`src/rtl/tag_alu_pkg.sv`:
```
package tag_alu_pkg;

   typedef enum logic {
      OP_ADD = 1'b0,
      OP_SUB = 1'b1
   } op_e;

   typedef struct packed {
      logic n;
      logic z;
      logic v;
      logic c;
   } cc_t;

   localparam cc_t CC_CLEAR = '{n: 1'b0, z: 1'b0, v: 1'b0, c: 1'b0};

endpackage

```
`src/rtl/tag_check.sv`:
```
module tag_check #(
   parameter int TAG_W = 2
) (
   input  logic [TAG_W-1:0] tag_a,
   input  logic [TAG_W-1:0] tag_b,
   output logic             tag_hit
);

   logic [TAG_W-1:0] tag_or;

   generate
      for (genvar i = 0; i < TAG_W; i++) begin : g_or
         assign tag_or[i] = tag_a[i] | tag_b[i];
      end
   endgenerate

   assign tag_hit = |tag_or;

endmodule

```
`src/rtl/tag_addsub.sv`:
```
module tag_addsub
   import tag_alu_pkg::*;
#(
   parameter int DATA_W       = 32,
   parameter bit RIPPLE_ADDER = 1'b0
) (
   input  logic [DATA_W-1:0] opa,
   input  logic [DATA_W-1:0] opb,
   input  op_e               op,
   output logic [DATA_W-1:0] sum,
   output logic              carry_flag,
   output logic              ovf
);

   localparam int MSB = DATA_W - 1;

   logic [DATA_W-1:0] opb_eff;
   logic              cin;
   logic              cout;
   logic [DATA_W-1:0] diff_ab;
   logic [DATA_W-1:0] diff_as;
   logic [DATA_W-1:0] ovf_add_vec;
   logic [DATA_W-1:0] ovf_sub_vec;

   assign cin     = (op == OP_SUB);
   assign opb_eff = cin ? ~opb : opb;

   generate
      if (RIPPLE_ADDER) begin : g_ripple
         logic [DATA_W:0] chain;
         assign chain[0] = cin;
         for (genvar i = 0; i < DATA_W; i++) begin : g_bit
            assign sum[i]     = opa[i] ^ opb_eff[i] ^ chain[i];
            assign chain[i+1] = (opa[i] & opb_eff[i]) | (chain[i] & (opa[i] ^ opb_eff[i]));
         end
         assign cout = chain[DATA_W];
      end else begin : g_native
         logic [DATA_W:0] wide;
         assign wide = {1'b0, opa} + {1'b0, opb_eff} + {{DATA_W{1'b0}}, cin};
         assign sum  = wide[DATA_W-1:0];
         assign cout = wide[DATA_W];
      end
   endgenerate

   // add: carry out means result wrapped below opa; sub: no carry out means borrow
   assign carry_flag = cin ? ~cout : cout;

   assign diff_ab     = opa ^ opb;
   assign diff_as     = opa ^ sum;
   assign ovf_add_vec = ~diff_ab & diff_as;
   assign ovf_sub_vec = diff_ab & diff_as;
   assign ovf         = cin ? ovf_sub_vec[MSB] : ovf_add_vec[MSB];

endmodule

```
`src/rtl/tag_cc_gen.sv`:
```
module tag_cc_gen
   import tag_alu_pkg::*;
#(
   parameter int DATA_W = 32
) (
   input  logic [DATA_W-1:0] res,
   input  logic              carry_flag,
   output cc_t               cc
);

   always_comb begin
      cc   = CC_CLEAR;
      cc.n = res[DATA_W-1];
      cc.z = (res == '0);
      cc.v = 1'b0;
      cc.c = carry_flag;
   end

endmodule

```
`src/rtl/tag_trap_alu.sv`:
```
module tag_trap_alu
   import tag_alu_pkg::*;
#(
   parameter int DATA_W       = 32,
   parameter int TAG_W        = 2,
   parameter bit RIPPLE_ADDER = 1'b0
) (
   input  logic              clk,
   input  logic              rst_n,
   input  logic              in_valid,
   input  logic              in_sub,
   input  logic [DATA_W-1:0] in_a,
   input  logic [DATA_W-1:0] in_b,
   output logic [DATA_W-1:0] out_result,
   output logic              out_n,
   output logic              out_z,
   output logic              out_v,
   output logic              out_c,
   output logic              out_flag_we,
   output logic              out_trap
);

   initial begin
      assert (TAG_W >= 1) else $error("tag_trap_alu: TAG_W must be at least 1");
      assert (DATA_W > TAG_W + 1) else $error("tag_trap_alu: DATA_W too small for TAG_W");
   end

   logic [DATA_W-1:0] sum;
   logic              carry_flag;
   logic              arith_ovf;
   logic              tag_hit;
   logic              trap_now;
   cc_t               cc_next;
   cc_t               cc_q;
   op_e               op;

   assign op = op_e'(in_sub);

   tag_check #(.TAG_W(TAG_W)) u_tag (
      .tag_a   (in_a[TAG_W-1:0]),
      .tag_b   (in_b[TAG_W-1:0]),
      .tag_hit (tag_hit)
   );

   tag_addsub #(.DATA_W(DATA_W), .RIPPLE_ADDER(RIPPLE_ADDER)) u_arith (
      .opa        (in_a),
      .opb        (in_b),
      .op         (op),
      .sum        (sum),
      .carry_flag (carry_flag),
      .ovf        (arith_ovf)
   );

   tag_cc_gen #(.DATA_W(DATA_W)) u_cc (
      .res        (sum),
      .carry_flag (carry_flag),
      .cc         (cc_next)
   );

   assign trap_now = tag_hit | arith_ovf;

   always_ff @(posedge clk) begin
      if (!rst_n) begin
         out_result  <= '0;
         cc_q        <= CC_CLEAR;
         out_flag_we <= 1'b0;
         out_trap    <= 1'b0;
      end else begin
         out_flag_we <= 1'b0;
         out_trap    <= 1'b0;
         if (in_valid) begin
            if (trap_now) begin
               out_trap <= 1'b1;
            end else begin
               out_result  <= sum;
               cc_q        <= cc_next;
               out_flag_we <= 1'b1;
            end
         end
      end
   end

   assign out_n = cc_q.n;
   assign out_z = cc_q.z;
   assign out_v = cc_q.v;
   assign out_c = cc_q.c;

endmodule

```
`config.mk`:
```
export PLATFORM = sky130hd
export DESIGN_NAME = tag_trap_alu
export DESIGN_NICKNAME = d
export VERILOG_FILES = /design/src/rtl/tag_alu_pkg.sv /design/src/rtl/tag_check.sv /design/src/rtl/tag_addsub.sv /design/src/rtl/tag_cc_gen.sv /design/src/rtl/tag_trap_alu.sv
export SDC_FILE = /design/constraint.sdc
export NUM_CORES = 1
export LEC_CHECK = 0
export BUFFER_PORTS_ARGS = -buffer_cell sky130_fd_sc_hd__buf_2
export CORE_MARGIN = 5
export CORE_UTILIZATION = 48
export DETAILED_ROUTE_END_ITERATION = 6
export PLACE_DENSITY = 0.77
export SYNTH_ARGS = -nofsm -noshare
export SYNTH_HDL_FRONTEND = slang
export SYNTH_HIERARCHICAL = 1
export SYNTH_SLANG_ARGS = --single-unit
```
`constraint.sdc`:
```
create_clock -name clk -period 3.4 [get_ports clk]
set_clock_uncertainty 0.15 [all_clocks]
set_input_delay 0.17 -clock clk [delete_from_list [all_inputs] [get_ports clk]]
set_output_delay 0.17 -clock clk [all_outputs]
set_load 0.02 [all_outputs]
```
---- Yosys cells after proc, flatten, opt, wreduce, memory -nomap -nowiden ----
Cells that the tools add are included.
word-level totals
  input port bits ......................... 68
  word-level logic and storage cells ...... 28
  bits in registers ....................... 37
  output and inout bits ................... 38
cells by class
  bitwise gates (word level) .............. 11
  reduce and logical (&&, ||, !) cells .... 4
  $add $sub $neg .......................... 2
  muxes and demuxes ....................... 5
operator list
  cell                     count
  AND 32 bit               2
  inverter 32 bit          2
  XOR 32 bit               2
  adder 32 x 32 -> 33 bit  1
  adder 33 x 1 -> 33 bit   1
  zero test 32 bit         1
  2-to-1 mux 32 bit        1
  2-to-1 mux 1 bit         4
  AND reduction 2 bit      2
  OR 1 bit                 3
  inverter 1 bit           2
  OR reduction 2 bit       1

---- Logic depth before layout (Yosys ltp) ----
  word-level depth ........................ 10
  depth in mapped cells ................... 19
  depth with buffers taken out ............ 17

---- By module ----
The synthesis kept the hierarchy.
modules (own cells, without submodules)
  module        cells each  times used  area an instance (µm²)
  tag_addsub    268         1           2,014.4
  tag_trap_alu  163         1           1,531.5
  tag_cc_gen    15          1           98.8
  tag_check     1           1           7.5

---- Worst setup path after synthesis ----
No wires, ideal clock.
  kind .................................... input-to-reg
  start point ............................. input in_sub
  end point ............................... register cc_q (netlist bit out_n)
  required time ........................... 3.178 ns
  cell stages on the path ................. 17
  data arrival time ....................... 3.521 ns
  library setup time ...................... 0.072 ns
  slack ................................... -0.343 ns
  cells stage by stage .................... buf_6 > clkbuf_1 > xor2_1 > ha_1 > a21oi_1 > nor2_1 > a2111oi_2 > o21ai_2 > a31o_4 > a21oi_4 > nor2_1 > a211oi_2 > mux2i_1 > nor3b_2 > buf_6 > buf_12 > mux2i_1
between the ends
  cells in the longest elaborated chain, start to end .. 9
  elaborated cells between the ends (all ways) .. 10
ends and longest elaborated chain
  element                                 line                                RTL
  start, declared                         tag_trap_alu.sv:11                  input logic in_sub,
  2-to-1 mux 32 bit                       tag_addsub.sv:26                    assign opb_eff = cin ? ~opb : opb;
  adder 32 x 32 -> 33 bit                 tag_addsub.sv:39                    assign wide = {1'b0, opa} + {1'b0, opb_eff} + {{DATA_W{1'b0}}, cin};
  adder 33 x 1 -> 33 bit *                tag_addsub.sv:39
  via sum[31]                             tag_trap_alu.sv:28                  logic [DATA_W-1:0] sum;
  XOR 32 bit *                            tag_addsub.sv:49                    assign diff_as = opa ^ sum;
  AND 32 bit (on tied branches)           tag_addsub.sv:50, tag_addsub.sv:51
  2-to-1 mux 1 bit *                      tag_addsub.sv:52                    assign ovf = cin ? ovf_sub_vec[MSB] : ovf_add_vec[MSB];
  via arith_ovf                           tag_trap_alu.sv:30                  logic arith_ovf;
  OR 1 bit *                              tag_trap_alu.sv:60                  assign trap_now = tag_hit | arith_ovf;
  inverter 1 bit (no source line) *       --
  AND reduction 2 bit (no source line) *  --
  end signal, assigned                    tag_trap_alu.sv:76                  cc_q <= cc_next;
  end, declared                           tag_trap_alu.sv:34                  cc_t cc_q;
The timed path passes the listed nets; every way through them passes the cells marked *.
A chain may end at the register's enable or synchronous reset.

---- Worst setup path in the final report ----
  start point ............................. input in_sub
  end point ............................... register out_result[10]
between the ends
  cells in the longest elaborated chain, start to end .. 9
  elaborated cells between the ends (all ways) .. 10
ends and longest elaborated chain
  element                                 line                                RTL
  2-to-1 mux 32 bit                       tag_addsub.sv:26
  adder 32 x 32 -> 33 bit                 tag_addsub.sv:39
  adder 33 x 1 -> 33 bit *                tag_addsub.sv:39
  via sum[31]                             tag_trap_alu.sv:28
  XOR 32 bit *                            tag_addsub.sv:49
  AND 32 bit (on tied branches)           tag_addsub.sv:50, tag_addsub.sv:51
  2-to-1 mux 1 bit *                      tag_addsub.sv:52
  via arith_ovf                           tag_trap_alu.sv:30
  OR 1 bit *                              tag_trap_alu.sv:60
  inverter 1 bit (no source line) *       --
  AND reduction 2 bit (no source line) *  --
  end signal, assigned                    tag_trap_alu.sv:75                  out_result <= sum;
  end, declared                           tag_trap_alu.sv:14                  output logic [DATA_W-1:0] out_result,
Marks and branches as above.

==> flow_metrics.tcl <==
set metrics [dict create \
    portBuffers 105 \
    vias_per_cell 5.22 \
    clk_pin_slew_worst_paths_ps 90 \
    cts_max_level 2 \
    wl_met2_mm 5.32 \
    syn-cell-area_um2 3650 \
    m1WireLength_mm 4.63 \
    cts_max_path_buffers 2 \
    routed.top_layer "met4" \
    coreArea_um2 7330 \
    drt.antenna.violating_nets 0 \
    status "completed" \
    die_h_um 97.2 \
    cts_inserted_buffers 5 \
    reg2reg_depth 2 \
    async_reset_ff_share_pct 0 \
    final_nets 738 \
    p_leak_nw 2.51 \
    grt_max_degree 74 \
    cap_violations 0 \
    drive_gt1_share_pct 39.0 \
    hp-class "input pin to flop" \
    ys_types 56 \
    r2r-end "out_result[10]" \
    grt_pass1_vias 3789 \
    worst_ir_drop_vdd_mv 0.262 \
    wirelength_mm 10.7 \
    clock.fmax_mhz 302 \
    dr_wl_met3_um 614 \
    period_minus_slack_ps 3310 \
    overflow 0 \
    ys_top_cells_by_area "dfxtp_1 21%, ha_1 11%, nand2_1 10%" \
    startpoint_type "input pin" \
    vias 3856 \
    reg2reg_slack_ps 2550 \
    relSlewSlack_pct 20.7 \
    crit_path_end_kind "flop" \
    setup_viol 0 \
    dr.pass1.iters 5 \
    io_pins 106 \
    start_util_pct 49.8 \
    wire_per_inst_um 14.5 \
    dieArea_um2 9450 \
    synthFlopType "dfxtp_1" \
    rows 31 \
    drc 0 \
    clock_latency_ps 290 \
    utilization_pct 71.7 \
    synth.largest_area_cell "dfxtp_1" \
    root_buffer "clkbuf_8" \
    worst_pin_slew_ps 1190 \
    rr_startpoint "out_result[10]" \
    p_per_area_nw_per_um2 383 \
    syn_inst 447 \
    fin_crit_sh_pct 97.4 \
    hpwl_mm 8.41 \
    numClockSinks 38 \
    crit_arrival_ps 3360 \
    critPathRequiredTime_ps 3450 \
    syn_area_per_cell_um2 8.17 \
    maxSlewViolCount 0 \
    grt_pass1_wl_mm 16.9 \
    crit_fanout 9 \
    hp-start "in_a[0]" \
    ys_warn_count 6 \
    globalRouteTotalUtil_pct 20.8 \
    n_antenna_cell 0 \
    synth-edff-count 0 \
    yosys_register_bits 38 \
    syn_to_final_growth_pct 43.9 \
    antenna_found_initial 0 \
    whs_path_depth 4 \
    hold_viol 0 \
    place.gp.congestion 0.905 \
    cts_tree "done" \
    dr.first_iter.drc_count 130 \
    fillCellCount 561 \
    netlist.area_leader.share_pct 20.8 \
    dieWidth_um 97.2 \
    rsz0062_at_grt "yes" \
    crit_type "input pin to flop" \
    yosysSeqAreaShare_pct 20.8 \
    synthesis.nets 547 \
    setup-tns-final_ps 0 \
    min_to "out_result[0]" \
]
## worst max-delay path by stage
stage          startpoint             end  slack, ps  cells past startpoint
2_1_floorplan      in_sub           out_n          1                     17
3_3_place_gp       in_sub           out_z       -230                     19
3_5_place_dp       in_sub           out_z       -360                     18
4_1_cts            in_sub           out_z          5                     18
5_1_grt            in_sub           out_z        -80                     19
6_report           in_sub  out_result[10]         90                     17
## synth_stat cells, types with 8 or more instances
cell     count
xnor2_1     18
nand2_1     99
ha_1        31
xor2_1      42
dfxtp_1     38
buf_2        8
inv_1       10
nor2_1      20
mux2i_1     37
a21o_1      13
a21oi_1     32
## sequential cells by signal (all words and copies together), names as in the netlist
| signal | count |
|---|---|
| out_result | 32 |
| out_n | 1 |
| out_c | 1 |
| out_flag_we | 1 |
| out_v | 1 |
| out_z | 1 |
| out_trap | 1 |
## area by class of cell
type	count	area [um2]	area share, %
clock buffer	6	82.6	1.57
clock inverter	2	60.1	1.14
inverter	10	37.5	0.714
multi-input combinational	376	2800	53.2
sequential	38	761	14.5
tap	99	124	2.36
timing repair buffer	207	1390	26.5
## cells in the final DEF, fill, tap and decap left out, types with 7 or more instances in the layout
master / n
nor2_1: 18
xnor2_1: 18
a21oi_1: 28
nand2_1: 98
buf_4: 94
xor2_1: 40
buf_2: 104
mux2i_1: 36
nand3_1: 7
ha_1: 30
dfxtp_1: 38
inv_1: 10
o21bai_1: 7
a21o_1: 13
## critical path: stages
cell and delay [ps]:
buf_6 120, clkbuf_16 170, xor2_1 170, ha_1 330
o21ai_2 90, and2_1 180, or3_1 360, o21ai_4 210
a31o_4 190, a21oi_4 70, buf_4 160, a211oi_4 240
mux2i_2 340, nor3b_4 80, buf_12 140, buf_12 140
mux2i_1 200
## routing by layer
layer	vias to the layer above	global-route usage, %
li1	1929	-
met3	16	3.73
met1	1792	26.7
met5	-	0
met2	119	36.0
met4	0	5.22
## power breakdown
group	leakage (nW)	switching, mW	total, mW	internal [mW]
Combinational	2.14	0.540	1.07	0.526
Clock	0.0714	0.177	0.491	0.313
Sequential	0.307	0.00416	0.457	0.453
Total	2.51	0.722	2.01	1.29
## what timing repair did
item | CTS | global route
hold buffers | 1 | 0
cloned | 0 | 2
setup endpoints to repair | 3 | 35
pin swaps | 4 | 23
hold endpoints to repair | 2 | 0
setup buffers | 1 | 8
resized for setup | 6 | 17
## per-stage QoR
stage          hold slack [ps]  instances  power [mW]  instance area [um2]  setup WS [ps]
2_1_floorplan              158        447        1.07                 3710           1.33
3_3_place_gp               287        718        1.44                 4860           -235
3_5_place_dp               282        718        1.46                 4860           -356
4_1_cts                   89.1        728        1.96                 5060           5.29
5_1_grt                    137        738        2.13                 5260          -78.6
6_report                   103        738        2.01                 5260           87.4
## kinds of logic after synthesis
logic type	share of synthesized area, %
fa+ha+maj	11.2
mux	10.5
other cells	0.103
simple gates	19.4
buf+inv	5.93
flops	20.8
compound gates	17.7
xor+xnor	14.4
No activity file was read; power rests on OpenSTA's default activity.
